### src/rtl/mbx_pkg.sv
package mbx_pkg;
  localparam int unsigned AW = 6;
  localparam logic [AW-1:0] OFS_ID_LO = 6'h00;
  localparam logic [AW-1:0] OFS_ID_HI = 6'h04;
  localparam logic [AW-1:0] OFS_BUSY  = 6'h08;
  localparam logic [AW-1:0] OFS_RXCNT = 6'h0C;
  localparam logic [AW-1:0] OFS_TXCNT = 6'h10;
  localparam logic [AW-1:0] OFS_CTL   = 6'h14;
  localparam logic [AW-1:0] OFS_INFO  = 6'h18;
  localparam logic [AW-1:0] OFS_RXD   = 6'h1C;
  localparam logic [AW-1:0] OFS_TXD   = 6'h20;
  // "PKTMBOX1", first character in the lowest byte
  localparam logic [63:0] DEV_ID = 64'h3158_4F42_4D54_4B50;
  typedef enum logic [1:0] {TX_IDLE, TX_FETCH, TX_SEND} tx_state_t;
endpackage

### src/rtl/mbx_rx_buf.sv
module mbx_rx_buf #(
  parameter int unsigned BUF_AW = 8,
  localparam int unsigned CW = BUF_AW + 1,
  localparam int unsigned DEPTH = 1 << BUF_AW
) (
  input  logic          clk,
  input  logic          rst,
  input  logic          in_valid,
  input  logic [7:0]    in_data,
  input  logic          in_last,
  output logic          in_ready,
  input  logic          rx_block,
  input  logic          rd_pop,
  output logic [CW-1:0] rx_cnt,
  output logic [7:0]    rx_byte,
  output logic          rx_set,
  output logic          filling
);
  logic [7:0]        mem [DEPTH];
  logic [7:0]        mem_q;
  logic              zero_q;
  logic [CW-1:0]     wr_cnt;
  logic [BUF_AW-1:0] rd_ptr;
  logic              accept, room;

  assign in_ready = ~rx_block;
  assign accept   = in_valid & in_ready;
  assign room     = wr_cnt < CW'(DEPTH);
  assign rx_set   = accept & in_last;
  assign rx_byte  = zero_q ? 8'h00 : mem_q;

  always_ff @(posedge clk) begin
    if (accept && room) mem[wr_cnt[BUF_AW-1:0]] <= in_data;
    if (rd_pop) mem_q <= mem[rd_ptr];
  end

  always_ff @(posedge clk) begin
    if (rst) begin
      wr_cnt  <= '0;
      rd_ptr  <= '0;
      rx_cnt  <= '0;
      zero_q  <= 1'b1;
      filling <= 1'b0;
    end else begin
      if (rd_pop) zero_q <= (rx_cnt == '0);
      if (accept && in_last) begin
        rx_cnt  <= wr_cnt + CW'(room);
        wr_cnt  <= '0;
        rd_ptr  <= '0;
        filling <= 1'b0;
      end else begin
        if (accept) begin
          wr_cnt  <= wr_cnt + CW'(room);
          filling <= 1'b1;
        end
        if (rd_pop && rx_cnt != '0) begin
          rx_cnt <= rx_cnt - 1'b1;
          rd_ptr <= rd_ptr + 1'b1;
        end
      end
    end
  end

  a_r4_pop_decrements: assert property (@(posedge clk) disable iff (rst)
    (rd_pop && rx_cnt != '0 && !accept) |=> rx_cnt == $past(rx_cnt) - 1'b1);
  a_r5_count_bounded: assert property (@(posedge clk) disable iff (rst)
    rx_cnt <= CW'(DEPTH));
endmodule

### src/rtl/mbx_tx_buf.sv
module mbx_tx_buf
  import mbx_pkg::*;
#(
  parameter int unsigned BUF_AW = 8,
  localparam int unsigned CW = BUF_AW + 1,
  localparam int unsigned DEPTH = 1 << BUF_AW
) (
  input  logic          clk,
  input  logic          rst,
  input  logic          cnt_we,
  input  logic          data_we,
  input  logic [31:0]   wdata,
  output logic [CW-1:0] tx_cnt,
  output logic          tx_set,
  output logic          draining,
  output logic          out_valid,
  output logic [7:0]    out_data,
  input  logic          out_ready,
  output logic          out_last
);
  logic [7:0]    mem [DEPTH];
  logic [7:0]    mem_q;
  logic [CW-1:0] wr_ptr, rd_ptr, len;
  tx_state_t     st;
  logic          take;

  assign draining = (st != TX_IDLE);
  assign take     = data_we && !draining && (wr_ptr < tx_cnt);
  assign tx_set   = take && ((wr_ptr + CW'(1)) == tx_cnt);
  assign out_data = mem_q;

  always_ff @(posedge clk) begin
    if (take) mem[wr_ptr[BUF_AW-1:0]] <= wdata[7:0];
    if (st == TX_FETCH) mem_q <= mem[rd_ptr[BUF_AW-1:0]];
  end

  always_ff @(posedge clk) begin
    if (rst) begin
      st        <= TX_IDLE;
      tx_cnt    <= '0;
      wr_ptr    <= '0;
      rd_ptr    <= '0;
      len       <= '0;
      out_valid <= 1'b0;
      out_last  <= 1'b0;
    end else begin
      unique case (st)
        TX_IDLE: begin
          if (cnt_we) begin
            tx_cnt <= (wdata > 32'(DEPTH)) ? CW'(DEPTH) : wdata[CW-1:0];
            wr_ptr <= '0;
          end else if (take) begin
            if (tx_set) begin
              tx_cnt <= '0;
              len    <= tx_cnt;
              wr_ptr <= '0;
              rd_ptr <= '0;
              st     <= TX_FETCH;
            end else begin
              wr_ptr <= wr_ptr + 1'b1;
            end
          end
        end
        TX_FETCH: begin
          out_valid <= 1'b1;
          out_last  <= (rd_ptr == len - 1'b1);
          rd_ptr    <= rd_ptr + 1'b1;
          st        <= TX_SEND;
        end
        default: begin
          if (out_ready) begin
            out_valid <= 1'b0;
            out_last  <= 1'b0;
            st        <= out_last ? TX_IDLE : TX_FETCH;
          end
        end
      endcase
    end
  end

  a_r9_hold_while_stalled: assert property (@(posedge clk) disable iff (rst)
    (out_valid && !out_ready) |=> (out_valid && $stable(out_data) && $stable(out_last)));
  a_r9_last_ends_packet: assert property (@(posedge clk) disable iff (rst)
    (out_valid && out_ready && out_last) |=> !out_valid);
endmodule

### src/rtl/mbx_irq.sv
module mbx_irq (
  input  logic        clk,
  input  logic        rst,
  input  logic        ctl_we,
  input  logic        ctl_re,
  input  logic [31:0] wdata,
  input  logic        tx_set,
  input  logic        rx_set,
  output logic        tx_done,
  output logic        rx_done,
  output logic        test_view,
  output logic        irq
);
  logic test_pend;

  assign irq = tx_done | rx_done | test_pend;

  always_ff @(posedge clk) begin
    if (rst) begin
      tx_done   <= 1'b0;
      rx_done   <= 1'b0;
      test_view <= 1'b0;
      test_pend <= 1'b0;
    end else begin
      if (tx_set) tx_done <= 1'b1;
      else if (ctl_we && wdata[0]) tx_done <= 1'b0;
      if (rx_set) rx_done <= 1'b1;
      else if (ctl_we && wdata[1]) rx_done <= 1'b0;
      if (ctl_we) begin
        if (wdata == 32'h0) begin
          test_view <= 1'b0;
          test_pend <= 1'b0;
        end else if (wdata[31]) begin
          test_view <= 1'b1;
          test_pend <= 1'b1;
        end
      end else if (ctl_re) begin
        test_view <= 1'b0;
      end
    end
  end

  a_r8_w1c_tx: assert property (@(posedge clk) disable iff (rst)
    (ctl_we && wdata[0] && !tx_set) |=> !tx_done);
  a_r8_w1c_rx: assert property (@(posedge clk) disable iff (rst)
    (ctl_we && wdata[1] && !rx_set) |=> !rx_done);
  a_r10_read_clears: assert property (@(posedge clk) disable iff (rst)
    (ctl_re && !ctl_we && test_view) |=> !test_view);
  a_r11_test_keeps_irq: assert property (@(posedge clk) disable iff (rst)
    (ctl_re && !ctl_we && test_view) |=> irq);
endmodule

### src/rtl/pkt_mailbox.sv
module pkt_mailbox
  import mbx_pkg::*;
#(
  parameter int unsigned BUF_AW   = 8,
  parameter logic [31:0] IRQ_INFO = 32'd3
) (
  input  logic        clk,
  input  logic        rst,
  input  logic [5:0]  bus_addr,
  input  logic        bus_wr,
  input  logic        bus_rd,
  input  logic [31:0] bus_wdata,
  output logic [31:0] bus_rdata,
  input  logic        in_valid,
  input  logic [7:0]  in_data,
  input  logic        in_last,
  output logic        in_ready,
  output logic        out_valid,
  output logic [7:0]  out_data,
  output logic        out_last,
  input  logic        out_ready,
  output logic        irq
);
  localparam int unsigned CW = BUF_AW + 1;

  logic [CW-1:0] rx_cnt, tx_cnt;
  logic [7:0]    rx_byte;
  logic          rx_set, tx_set, filling, draining;
  logic          tx_done, rx_done, test_view;
  logic [31:0]   rdata_q, rd_mux;
  logic          rxd_sel_q;
  logic          busy_q;

  mbx_rx_buf #(.BUF_AW(BUF_AW)) u_rx (
    .clk, .rst, .in_valid, .in_data, .in_last, .in_ready,
    .rx_block(rx_done),
    .rd_pop(bus_rd && bus_addr == OFS_RXD),
    .rx_cnt, .rx_byte, .rx_set, .filling
  );

  mbx_tx_buf #(.BUF_AW(BUF_AW)) u_tx (
    .clk, .rst,
    .cnt_we(bus_wr && bus_addr == OFS_TXCNT),
    .data_we(bus_wr && bus_addr == OFS_TXD),
    .wdata(bus_wdata),
    .tx_cnt, .tx_set, .draining,
    .out_valid, .out_data, .out_ready, .out_last
  );

  mbx_irq u_irq (
    .clk, .rst,
    .ctl_we(bus_wr && bus_addr == OFS_CTL),
    .ctl_re(bus_rd && bus_addr == OFS_CTL),
    .wdata(bus_wdata),
    .tx_set, .rx_set, .tx_done, .rx_done, .test_view, .irq
  );

  always_comb begin
    rd_mux = 32'h0;
    unique case (bus_addr)
      OFS_ID_LO: rd_mux = DEV_ID[31:0];
      OFS_ID_HI: rd_mux = DEV_ID[63:32];
      OFS_BUSY:  rd_mux = {31'h0, busy_q};
      OFS_RXCNT: rd_mux = 32'(rx_cnt);
      OFS_TXCNT: rd_mux = 32'(tx_cnt);
      OFS_CTL:   rd_mux = {test_view, 29'h0, rx_done, tx_done};
      OFS_INFO:  rd_mux = IRQ_INFO;
      default:   rd_mux = 32'h0;
    endcase
  end

  always_ff @(posedge clk) begin
    if (rst) begin
      rdata_q   <= '0;
      rxd_sel_q <= 1'b0;
      busy_q    <= 1'b0;
    end else begin
      busy_q <= filling | draining;
      if (bus_rd) begin
        rdata_q   <= rd_mux;
        rxd_sel_q <= (bus_addr == OFS_RXD);
      end
    end
  end

  assign bus_rdata = rxd_sel_q ? {24'h0, rx_byte} : rdata_q;

  a_r6_rx_blocks_ingress: assert property (@(posedge clk) disable iff (rst)
    rx_done |-> !in_ready);
  a_r11_sources_raise_irq: assert property (@(posedge clk) disable iff (rst)
    (tx_done || rx_done) |-> irq);
  a_r3_last_sets_done: assert property (@(posedge clk) disable iff (rst)
    (in_valid && in_ready && in_last) |=> (rx_done && rx_cnt != '0));
  a_r7_final_write_clears_count: assert property (@(posedge clk) disable iff (rst)
    tx_set |=> (tx_cnt == '0 && tx_done));
endmodule

### config.mk
export PLATFORM = sky130hd
export DESIGN_NAME = pkt_mailbox
export DESIGN_NICKNAME = d
export VERILOG_FILES = /design/src/rtl/mbx_pkg.sv /design/src/rtl/mbx_rx_buf.sv /design/src/rtl/mbx_tx_buf.sv /design/src/rtl/mbx_irq.sv /design/src/rtl/pkt_mailbox.sv
export SDC_FILE = /design/constraint.sdc
export NUM_CORES = 2
export LEC_CHECK = 0
export BUFFER_PORTS_ARGS = -buffer_cell sky130_fd_sc_hd__buf_4
export CAP_MARGIN = 5
export CORE_MARGIN = 2
export CORE_UTILIZATION = 30
export CTS_CLUSTER_DIAMETER = 80
export DETAILED_ROUTE_END_ITERATION = 12
export PLACE_DENSITY = 0.52
export SETUP_SLACK_MARGIN = 0.4
export SYNTH_ARGS = -nofsm -noshare
export SYNTH_HDL_FRONTEND = slang
export SYNTH_HIERARCHICAL = 1
export SYNTH_SLANG_ARGS = --single-unit
### constraint.sdc
create_clock -name clk -period 4.7 [get_ports clk]
set_input_delay 0.705 -clock clk [delete_from_list [all_inputs] [get_ports clk]]
set_output_delay 0.705 -clock clk [all_outputs]
set_load 0.01 [all_outputs]
# Word level (Yosys, flattened, before mapping)
# Memories as Yosys holds them, arrays and structs flattened. A register that Yosys moved wholly into a read port is not among the register bits.
# Cells that the tools add are included.
# classes
n_addsub	6
magnitude_cmp	3
eq_ne	15
mux	35
bitwise	8
reduce_logical	39
# op_table
op	n
$pmux W32 S7	1
$mux W9	10
$gt A32 B9 Y1 const B	1
$logic_not A32 Y1	1
$mux W32	1
$eq A6 B5 Y1 const B	4
$reduce_bool A2 Y1	10
$add A9 B1 Y9 const B	2
$eq A9 B9 Y1	2
$pmux W9 S2	1
$sub A9 B1 Y9 const B	2
$mux W1	14
$logic_and A1 B1 Y1	13
$eq A6 B4 Y1 const B	2
$reduce_and A4 Y1	3
$add A9 B1 Y9	1
$logic_not A9 Y1	1
$lt A9 B9 Y1	1
$lt A9 B9 Y1 const B	1
$reduce_bool A9 Y1	1
$add A8 B1 Y8 const B	1
$mux W2	4
$mux W8	1
$reduce_and A2 Y1	4
other kinds (17)	24
# totals
register_bits	106
mem_bits_rw	4096
in_bits	53
output_inout_bits	44
wordCells	127
memories	2
# memory_table
name	depth	width	rd	rd_ports_with_merged_regs	wr	line	source
u_rx.mem	256	8	1	1	1	mbx_rx_buf.sv:19	logic [7:0] mem [DEPTH];
u_tx.mem	256	8	1	1	1	mbx_tx_buf.sv:21	logic [7:0] mem [DEPTH];

# Depth between registers and ports, before layout
# depth
depth_word	9
depth_mapped	13

# Hierarchy
# The synthesis kept the hierarchy.
# by_module_without_submodules
module	n_inst	cells_per_inst	area_each_um2
mbx_tx_buf	1	4231	83144.7
mbx_rx_buf	1	4029	81638.3
pkt_mailbox	1	136	1078.5
mbx_irq	1	29	235.2

# Least setup slack after synthesis
# OpenSTA, ideal clock, no wires.
# synth_timing
kind	input to register
from	input port bus_addr[3]
to	memory u_tx.mem[134][0], enable pin
setup_ns	0.370
t_arrival_ns	3.160
slack_ns	1.170
stages	12
path_cell_list	clkbuf_1 > nor2_2 > nand3_1 > nor4_1 > inv_1 > a2111oi_1 > and2_1 > buf_2 > buf_2 > nand3_1 > clkbuf_1 > nor2_1
# synth_between
elab_chain_cells	6
# synth_lines
item	line	source
from (decl)	pkt_mailbox.sv:9	input logic [5:0] bus_addr,
$eq A6 B6 Y1	pkt_mailbox.sv:44	.data_we(bus_wr && bus_addr == OFS_TXD),
$logic_and A1 B1 Y1	pkt_mailbox.sv:44	
$logic_and A1 B1 Y1 (2 in series)	mbx_tx_buf.sv:28	assign take = data_we && !draining && (wr_ptr < tx_cnt);
$mux W1	mbx_tx_buf.sv:33	if (take) mem[wr_ptr[BUF_AW-1:0]] <= wdata[7:0];
$mux W1 (not written as such)	mbx_tx_buf.sv:33	
to (decl)	mbx_tx_buf.sv:21	
# Every way passes these cells.

==> results.sh <==
export IMPL_setup_violations=0
export IMPL_post_cts_buffers=0
export IMPL_synth_cells=8425
export IMPL_coreArea_sq_um=552000
export IMPL_num_nets_final=9114
export IMPL_die_height_um=748
export IMPL_synth_seq_cells=4199
export IMPL_cts_buffer_depth=4
export IMPL_route_final_wire_length_mm=516
export IMPL_netlist_area_sq_um=166000
export IMPL_drcViolationCount=0
export IMPL_antenna_found_initial=36
export IMPL_root_buffer="clkbuf_16"
export IMPL_placed_area_sq_um=178000
export IMPL_period_minus_slack_ns=4.38
export IMPL_outcome="completed"
export IMPL_synth_top_area_share=0.743
export IMPL_core_rowCount=273
export IMPL_slew_headroom=0.0249
export IMPL_vias=89000
export IMPL_setup_worst_path_class="flop to flop"
export IMPL_drive_gt1_frac=0.248
export IMPL_clock_sinks=4199
export IMPL_place_inst=15900
export IMPL_async_flop_share=0
export IMPL_synth_largest_area_cell="edfxtp_1"
export IMPL_p_leak_nw=57.3
export IMPL_grt_pass1_vias=88300
export IMPL_report_final_slew_viol_count=0
export IMPL_required_ns=5.52
export IMPL_portBuffers=88
export IMPL_fin_crit_sh=0.932
export IMPL_worst_path_max_fanout=31
export IMPL_max_freq_mhz=228
export IMPL_grt_overflow=0
export IMPL_h_tree_depth=5
export IMPL_tightest_slew_ns=1.44
export IMPL_yosysMostFrequentCell="edfxtp_1"
export IMPL_ir_drop_mv=0.326
export IMPL_num_io_pins=97
export IMPL_clk_latency_ns=1.02
export IMPL_gr_usage_all_layers=0.178
export IMPL_cts_tree="done"
export IMPL_avgSynthCellArea_sq_um=19.7
export IMPL_grt_max_degree=186
export IMPL_worst_clock_skew_ns=0.0644
export IMPL_critPathCaptureType="flop"
export IMPL_critPathArrivalTime_ns=5.20
export IMPL_via_per_inst=5.34
export IMPL_gp_congestion=0.862
export IMPL_area_growth_pct=15.4
export IMPL_hp_class="input port to flop"
export IMPL_worst_setup_path_start_kind="flop"
export IMPL_synthFlopType="edfxtp_1"
export IMPL_grt_pass1_wl_mm=715
export IMPL_stdcell_count=16700
export IMPL_synth_distinct_cells=102
export IMPL_layout_setup_ws_ns=0.321
export IMPL_path_clk_slew_ns=0.06
export IMPL_die_w_um=748
export IMPL_dp_slack_ns=-0.0697
export IMPL_synthTopCellsByCount="edfxtp_1, mux4_2, nor2_1"
export IMPL_hold_violations=0
export IMPL_initial_core_util=0.301
export IMPL_power_density_nw_per_um2=392
export IMPL_ys_warn_count=6
export IMPL_final_antenna_net_count=0
export IMPL_finalInstanceArea_sq_um=192000
export IMPL_synth_area_leaders="edfxtp_1, mux4_2, mux2i_1, nor2_1, dfxtp_1"
export IMPL_hpwl_mm=323
export IMPL_dr_pass1_iters=8
export IMPL_dieArea_sq_um=560000
export IMPL_cts_inserted_buffers=405
export IMPL_drtIter0Drc=11300
export IMPL_seq_area_frac_synth=0.754
export IMPL_maxCapViolations=0
export IMPL_routedWlPerCell_um=30.9
export IMPL_synth_edf_count=4112
export IMPL_rsz0062_at_grt="yes"
## cell type report
class	count	area, sq um
fill	51300	360000
timing repair buffer	745	6330
inverter	46	176
tap	7287	9120
sequential	4199	125000
clock buffer	468	10500
multi-input combinational	3645	37500
clock inverter	279	2820
antenna	12	30.0
## per-stage QoR
stage	utilization	setup TNS, ns	total power (W)	hold WS, ns
floorplan	-	0	0.0420	0.435
global placement	0.323	0	0.0429	0.471
detailed placement	0.323	-3.89	0.0429	0.463
CTS	0.347	0	0.0757	0.00627
global route	0.347	0	0.0770	0.0750
finish	0.347	0	0.0751	0.0935
## state kept, by name, indices dropped and copies added, names as in the netlist, 9 cells and up
signal / flops
u_rx/mem: 2048
u_tx/tx_cnt: 9
u_tx/len: 9
u_rx/wr_cnt: 9
u_tx/mem: 2048
u_tx/rd_ptr: 9
rdata_q: 13
u_tx/wr_ptr: 9
u_rx/rx_cnt: 9
## layout by cell type, fill, tap and decap left out, types with 68 or more instances in the layout
| cell | synthesis | final |
|---|---|---|
| clkinv_1 | 1 | 94 |
| edfxtp_1 | 4112 | 4112 |
| a22oi_1 | 129 | 129 |
| clkbuf_16 | 0 | 409 |
| nor2_1 | 641 | 634 |
| clkinv_2 | 0 | 76 |
| dfxtp_1 | 87 | 74 |
| a221oi_1 | 90 | 90 |
| mux2i_1 | 473 | 473 |
| nand2_1 | 259 | 258 |
| mux4_2 | 842 | 842 |
| o21ai_0 | 75 | 75 |
| a211oi_1 | 68 | 68 |
| nand3_1 | 106 | 102 |
| buf_4 | 74 | 675 |
| a21oi_1 | 165 | 165 |
## final timing paths
path | end | slack [ns] | cells past startpoint | from
min | rdata_q[8] | 0.09 | 2 | bus_rd
max reg2reg | u_rx/mem_q[3] | 0.32 | 9 | u_rx/rd_ptr[2]
min reg2reg | rdata_q[29] | 0.47 | 2 | rdata_q[29]
max | u_rx/mem_q[3] | 0.32 | 9 | u_rx/rd_ptr[2]
## routing by layer
| layer | global-route usage | wire length [um] |
|---|---|---|
| met2 | 0.281 | 238000 |
| met4 | 0.0463 | 14600 |
| met1 | 0.254 | 217000 |
| met3 | 0.0350 | 46400 |
| met5 | 0 | 159 |
## critical path, cell delays in order (launching register included)
cell and delay, ns:
dfxtp_4 0.84, buf_4 0.53, nor2b_4 0.56, buf_12 0.26
buf_4 0.20, a22o_1 0.14, a211oi_1 0.07, a211oi_1 1.09
o221ai_1 0.27, o31ai_1 0.14
## timing repair
action | in CTS | in global routing
endpoints found under the setup margin | 1 | 70
hold buffers | 2 | 0
gates resized for setup | 1 | 2
pin swaps | 0 | 0
hold endpoints to repair | 3 | 0
## kinds of logic after synthesis
family | Yosys count | share of synthesized area
multiplexers | 1363 | 0.146
flip-flops | 4199 | 0.754
other | 1 | 0.0000226
adder cells (fa/ha/maj) | 19 | 0.00143
buffers and inverters | 588 | 0.0215
AND/OR/NAND/NOR | 1324 | 0.0357
XOR/XNOR | 42 | 0.00230
AO/OA/AOI/OAI | 889 | 0.0387
## power breakdown
| group | switching, W | internal, W |
|---|---|---|
| combinational | 0.000858 | 0.000139 |
| clock | 0.0144 | 0.0185 |
| sequential | 0.0000176 | 0.0411 |
Power figures use the tool's default switching activity.
